<file path="src/rtl/smac_pkg.sv">
package smac_pkg;
  typedef enum logic {ST_IDLE, ST_RUN} smac_st_e;
endpackage

</file>
<file path="src/rtl/smac_csa_row.sv">
module smac_csa_row #(
  parameter int W = 16
) (
  input  logic [W-1:0] a_i,
  input  logic         bit_i,
  input  logic [W-1:0] s_i,
  input  logic [W-1:0] c_i,
  output logic [W-1:0] q_o,
  output logic [W-1:0] o_o
);
  for (genvar j = 0; j < W; j++) begin : g_fa
    logic pp;
    assign pp     = a_i[j] & bit_i;
    assign q_o[j] = s_i[j] ^ c_i[j] ^ pp;
    assign o_o[j] = (s_i[j] & c_i[j]) | (s_i[j] & pp) | (c_i[j] & pp);
  end

  always_comb begin
    AST_ROW_SUM: assert ({2'b0, q_o} + {1'b0, o_o, 1'b0} ==
                         {2'b0, s_i} + {2'b0, c_i} + (bit_i ? {2'b0, a_i} : '0));
  end
endmodule

</file>
<file path="src/rtl/smac_serial_add.sv">
module smac_serial_add (
  input  logic clk_i,
  input  logic rst_ni,
  input  logic load_i,
  input  logic en_i,
  input  logic x_i,
  input  logic y_i,
  output logic sum_o,
  output logic cout_o
);
  logic cy_q;

  assign sum_o  = x_i ^ y_i ^ cy_q;
  assign cout_o = (x_i & y_i) | (x_i & cy_q) | (y_i & cy_q);

  always_ff @(posedge clk_i or negedge rst_ni) begin
    if (!rst_ni)     cy_q <= 1'b0;
    else if (load_i) cy_q <= 1'b0;
    else if (en_i)   cy_q <= cout_o;
  end

  AST_CARRY_CLEARED: assert property (@(posedge clk_i) disable iff (!rst_ni)
    load_i |=> !cy_q);
endmodule

</file>
<file path="src/rtl/smac_ovf_cnt.sv">
module smac_ovf_cnt #(
  parameter int W = 10
) (
  input  logic         clk_i,
  input  logic         rst_ni,
  input  logic         clr_i,
  input  logic         inc_i,
  output logic [W-1:0] cnt_o
);
  logic [W-1:0] cnt_q;

  always_ff @(posedge clk_i or negedge rst_ni) begin
    if (!rst_ni)    cnt_q <= '0;
    else if (clr_i) cnt_q <= '0;
    else if (inc_i) cnt_q <= cnt_q + 1'b1;
  end

  assign cnt_o = cnt_q;

  AST_OVF_STEP: assert property (@(posedge clk_i) disable iff (!rst_ni)
    inc_i && !clr_i |=> cnt_o == $past(cnt_o) + 1'b1);
  AST_OVF_CLEAR: assert property (@(posedge clk_i) disable iff (!rst_ni)
    clr_i |=> cnt_o == '0);
endmodule

</file>
<file path="src/rtl/smac.sv">
module smac #(
  parameter int N   = 16,
  parameter int OVW = 10
) (
  input  logic           clk_i,
  input  logic           rst_ni,
  input  logic           start_i,
  input  logic           flush_i,
  input  logic           clr_i,
  input  logic [N-1:0]   a_i,
  input  logic [N-1:0]   b_i,
  output logic           busy_o,
  output logic           done_o,
  output logic [OVW-1:0] acc_ovf_o,
  output logic [N-1:0]   acc_hi_o,
  output logic [N-1:0]   acc_lo_o
);
  import smac_pkg::*;

  localparam int CW = (N > 1) ? $clog2(N) : 1;
  localparam logic [CW-1:0] LAST = CW'(N - 1);

  smac_st_e     st_q;
  logic [CW-1:0] cnt_q;
  logic         flush_q, done_q;
  logic [N-1:0] a_q, b_q, s_q, c_q, lo_q, ps_q, pc_q;
  logic [N-1:0] row_q, row_o;
  logic         idle, run, last, acc_clr, acc_go, go_flush;
  logic         inj, ser_cout;

  assign idle     = (st_q == ST_IDLE);
  assign run      = (st_q == ST_RUN);
  assign last     = (cnt_q == LAST);
  assign acc_clr  = idle & clr_i;
  assign acc_go   = idle & ~clr_i & (start_i | flush_i);
  assign go_flush = flush_i & ~start_i;

  smac_csa_row #(.W(N)) u_row (
    .a_i  (a_q),
    .bit_i(b_q[0]),
    .s_i  (s_q),
    .c_i  (c_q),
    .q_o  (row_q),
    .o_o  (row_o)
  );

  // resolves the pending redundant high word, one bit per step
  smac_serial_add u_sadd (
    .clk_i (clk_i),
    .rst_ni(rst_ni),
    .load_i(acc_go),
    .en_i  (run),
    .x_i   (ps_q[0]),
    .y_i   (pc_q[0]),
    .sum_o (inj),
    .cout_o(ser_cout)
  );

  smac_ovf_cnt #(.W(OVW)) u_ovf (
    .clk_i (clk_i),
    .rst_ni(rst_ni),
    .clr_i (acc_clr),
    .inc_i (run & last & ser_cout),
    .cnt_o (acc_ovf_o)
  );

  always_ff @(posedge clk_i or negedge rst_ni) begin
    if (!rst_ni) begin
      st_q    <= ST_IDLE;
      cnt_q   <= '0;
      flush_q <= 1'b0;
      a_q     <= '0;
      b_q     <= '0;
      s_q     <= '0;
      c_q     <= '0;
      lo_q    <= '0;
      ps_q    <= '0;
      pc_q    <= '0;
    end else if (acc_clr) begin
      s_q  <= '0;
      c_q  <= '0;
      lo_q <= '0;
    end else if (acc_go) begin
      ps_q    <= s_q;
      pc_q    <= c_q;
      s_q     <= lo_q;
      c_q     <= '0;
      a_q     <= go_flush ? '0 : a_i;
      b_q     <= go_flush ? '0 : b_i;
      cnt_q   <= '0;
      flush_q <= go_flush;
      st_q    <= ST_RUN;
    end else if (run) begin
      s_q   <= {inj, row_q[N-1:1]};
      c_q   <= row_o;
      lo_q  <= {row_q[0], lo_q[N-1:1]};
      b_q   <= b_q >> 1;
      ps_q  <= ps_q >> 1;
      pc_q  <= pc_q >> 1;
      cnt_q <= cnt_q + 1'b1;
      if (last) st_q <= ST_IDLE;
    end
  end

  always_ff @(posedge clk_i or negedge rst_ni) begin
    if (!rst_ni) done_q <= 1'b0;
    else         done_q <= run & last & flush_q;
  end

  assign busy_o   = run;
  assign done_o   = done_q;
  assign acc_hi_o = s_q;
  assign acc_lo_o = lo_q;

  AST_DONE_PULSE: assert property (@(posedge clk_i) disable iff (!rst_ni)
    done_o |=> !done_o);
  AST_DONE_IDLE: assert property (@(posedge clk_i) disable iff (!rst_ni)
    done_o |-> !busy_o);
  AST_RUN_END: assert property (@(posedge clk_i) disable iff (!rst_ni)
    busy_o && last |=> !busy_o);
  AST_RUN_HOLD: assert property (@(posedge clk_i) disable iff (!rst_ni)
    busy_o && !last |=> busy_o);
  AST_OPND_HOLD: assert property (@(posedge clk_i) disable iff (!rst_ni)
    busy_o |=> $stable(a_q));
  AST_FLUSH_BINARY: assert property (@(posedge clk_i) disable iff (!rst_ni)
    busy_o && flush_q |-> c_q == '0);
  AST_IDLE_HOLD: assert property (@(posedge clk_i) disable iff (!rst_ni)
    !busy_o && !clr_i && !start_i && !flush_i |=>
      $stable(acc_hi_o) && $stable(acc_lo_o) && $stable(acc_ovf_o));
endmodule

</file>
<file path="config.mk">
export PLATFORM = sky130hd
export DESIGN_NAME = smac
export DESIGN_NICKNAME = d
export VERILOG_FILES = /design/src/rtl/smac_pkg.sv /design/src/rtl/smac_csa_row.sv /design/src/rtl/smac_serial_add.sv /design/src/rtl/smac_ovf_cnt.sv /design/src/rtl/smac.sv
export SDC_FILE = /design/constraint.sdc
export NUM_CORES = 1
export LEC_CHECK = 0
export BUFFER_PORTS_ARGS = -buffer_cell sky130_fd_sc_hd__buf_2
export CAP_MARGIN = 20
export CELL_PAD_IN_SITES_DETAIL_PLACEMENT = 0
export CELL_PAD_IN_SITES_GLOBAL_PLACEMENT = 1
export CORE_MARGIN = 2
export CORE_UTILIZATION = 49
export CTS_CLUSTER_SIZE = 24
export DETAILED_ROUTE_END_ITERATION = 8
export GPL_TIMING_DRIVEN = 0
export PLACE_DENSITY = 0.93
export SYNTH_ARGS = -nofsm -noshare
export SYNTH_HDL_FRONTEND = slang
export SYNTH_HIERARCHICAL = 1
export SYNTH_SLANG_ARGS = --single-unit
</file>
<file path="constraint.sdc">
create_clock -name clk_i -period 3.4 [get_ports clk_i]
set_input_delay 0.17 -clock clk_i [delete_from_list [all_inputs] [get_ports clk_i]]
set_output_delay 0.17 -clock clk_i [all_outputs]
set_load 0.01 [all_outputs]
</file>
==> out/results.txt <==
Ant. Diodes - 0
PnR worst setup slack - 0.749 ns
RR Endpoint - u_ovf/cnt_o[9]$_DFFE_PN0P_
Tot GR Track Use - 0.272
clock slew seen by the registers of the worst setup and hold paths - 0.05 ns
Critical Path Sink Type - register
R2R Path Start - busy_o$_DFFE_PN0N_
final non-filler cell total - 955
synthesized cell area - 6370 um2
Gate Count Post-Synth - 644
Crit Path Max Fanout - 10
max-cap violation count - 0
setup bufs post-CTS - 0
Nets - 828
final setup TNS - 0 ns
relative slew slack - 0.414
routed vias - 5,584
DIE AREA - 13,900 um2
Startpoint Class - register
gr ovfl total - 0
DIE WIDTH - 118 um
total CTS buffers - 17
Worst Hold Class - in -> reg
mean area per synthesized cell - 9.89 um2
Post-synth EDFFs - 0
Tmin final - 2.65 ns
Fin. Hold Viols - 0
vias in the first global route - 5,580
initial antenna violation count - 0
routability cong. - 0.863
fin crit share - 0.780
Die Span Y - 118 um
Yosys warnings - 6
Routed WL - 18.1 mm
Sink Count - 130
num rows - 41
Synth Register Bits - 130
Synth area leaders - dfrtp_1, fa_1, a22o_1
met2 GRT Util - 0.423
Final Total Pwr - 6.94 mW
Syn-to-layout area delta - 23.0%
Setup Skew - 0.00760 ns
drt drc - 0
Setup WS pre-CTS - 0.807 ns
Cell Pwr Density - 886 nW/um2
crit path from - busy_o$_DFFE_PN0N_
Critical Path RT - 3.75 ns
fmax - 377 MHz
post-synth cell types - 39
Multi-input gate area - 2590 um2
Core Area - 12,700 um2
share of the synthesized area in the top cell type - 0.511
met3 usage - 0.0736
syn_nets - 700
most numerous cell in the Yosys netlist - dfrtp_1
final HPWL from detailed placement - 12.6 mm
GRT met1 Usage - 0.356
top_reg_cell synth - dfrtp_1
worst setup path endpoint - u_ovf/cnt_o[9]$_DFFE_PN0P_
CTS H-tree depth - 4
maximum VDD drop - 0.000452 V
clk buf depth - 2
Final setup violation count - 0
largest net degree at the start of global routing - 97
cell area after placement - 7020 um2
WHS - 0.0101 ns
fillers - 1,065
top cells by count, synth - dfrtp_1, nand2_1, inv_1, o21ai_0
outcome - finished clean
PortBufs - 80
R2R Setup Slk - 0.75 ns
first-pass GRT wire length - 29.4 mm
layout cell share with drive strength beyond 1 - 0.193
wire length per cell - 18.9 um
Register Area - 3250 um2
Post-synth ARST share - 1.00
CTS tree - built
Iteration-0 DRC Markers - 441
First-pass DRT Iterations - 5
vias per cell - 5.85
Initial Utilization - 0.503
Placed Instances - 897
RSZ-0062 raised after global routing - no
sequential share of the synthesized area - 0.511
Worst-Skew Late Latency - 0.43 ns
IO Count - 81
fin area - 7840 um2
P_leak - 3.69 nW
root buffer cell - clkbuf_16
Slew @ Worst Pin - 0.876 ns
Top Usage Layer GRT - met2
Final Util - 0.618
WS Path Type - reg -> reg
cell taking the most area after synthesis - dfrtp_1
Routed Antenna Nets - 0
fin. max-slew vios - 0
Worst EP arrival - 3.00 ns
Worst R2R Path Depth - 9
==> repair_timing <==
item | in CTS | in global routing
setup endpoints to repair | 0 | 0
hold buffers | 28 | 0
endpoints found under the hold margin | 61 | 0
gates resized for setup | 0 | 0
==> kinds of logic (layout without fill, tap and decap cells) <==
logic type,after synthesis,count (layout),synth area share
mux,5,5,0.00785
flops,130,130,0.511
xor+xnor,4,4,0.00550
fa+ha+maj,19,19,0.0573
buf+inv,120,259,0.0836
simple gates,192,192,0.149
compound gates,174,174,0.186
==> cell type report <==
class | count | share of cell area
Inverter | 66 | 0.0323
Timing Repair Buffer | 109 | 0.0912
Clock buffer | 25 | 0.0645
Sequential cell | 130 | 0.415
Tap cell | 172 | 0.0275
Multi-Input combinational cell | 394 | 0.330
Clock inverter | 5 | 0.00351
Buffer | 54 | 0.0358
==> how the worst min path moves through the flow <==
stage	from	endpoint	slack, ns	depth (start not counted)
2_1_floorplan	rst_ni	a_q[0]$_DFFE_PN0P_	-0.13	0
3_3_place_gp	a_i[15]	a_q[15]$_DFFE_PN0P_	0.39	2
3_5_place_dp	rst_ni	a_q[11]$_DFFE_PN0P_	0.09	1
4_1_cts	b_i[11]	b_q[11]$_DFFE_PN0P_	0.004	3
5_1_grt	b_i[11]	b_q[11]$_DFFE_PN0P_	0.01	3
6_report	b_i[10]	b_q[10]$_DFFE_PN0P_	0.01	3
==> metal layers <==
layer | vias up | wire, um
met5 | - | 0
met4 | 0 | 545
met3 | 43 | 1280
met2 | 218 | 8570
met1 | 2805 | 7660
li1 | 2518 | -
==> report_power, final <==
part           leakage, nW  internal (mW)  switching (mW)
Clock                0.265           1.01           0.648
Combinational         1.75           1.11            1.38
Sequential            1.68           2.19           0.599
==> worst max-delay path, stage by stage (launching register included) <==
cell and delay, ns:
dfrtp_1 0.45, buf_2 0.31, buf_2 0.31, nand2_1 0.12
nor2_1 0.19, and2_1 0.16, buf_4 0.16, o2111ai_4 0.19
or4_1 0.52, a21oi_1 0.17
==> placed cells by master, fill, tap and decap left out, types with 4 or more instances in the layout <==
master and n:
a21oi_1 6, buf_2 104, nor2_1 13, o21ai_0 63
a22o_1 37, clkbuf_8 5, nor3_1 45, dlygate4sd3_1 28
clkbuf_1 26, inv_1 65, nand2_1 66, nand3_1 31
and3_1 17, a221o_1 16, a31oi_1 45, clkinv_2 4
fa_1 17, buf_6 4, clkbuf_16 17, mux2i_1 5
dfrtp_1 130
==> state kept, by name, summed over array words and instances, names as in the netlist, 10 cells and up <==
signal       count
c_q             16
a_q             16
pc_q            16
acc_lo_o        16
ps_q            16
b_q             16
u_ovf/cnt_o     10
acc_hi_o        16
(Power assumes the default switching activity.)
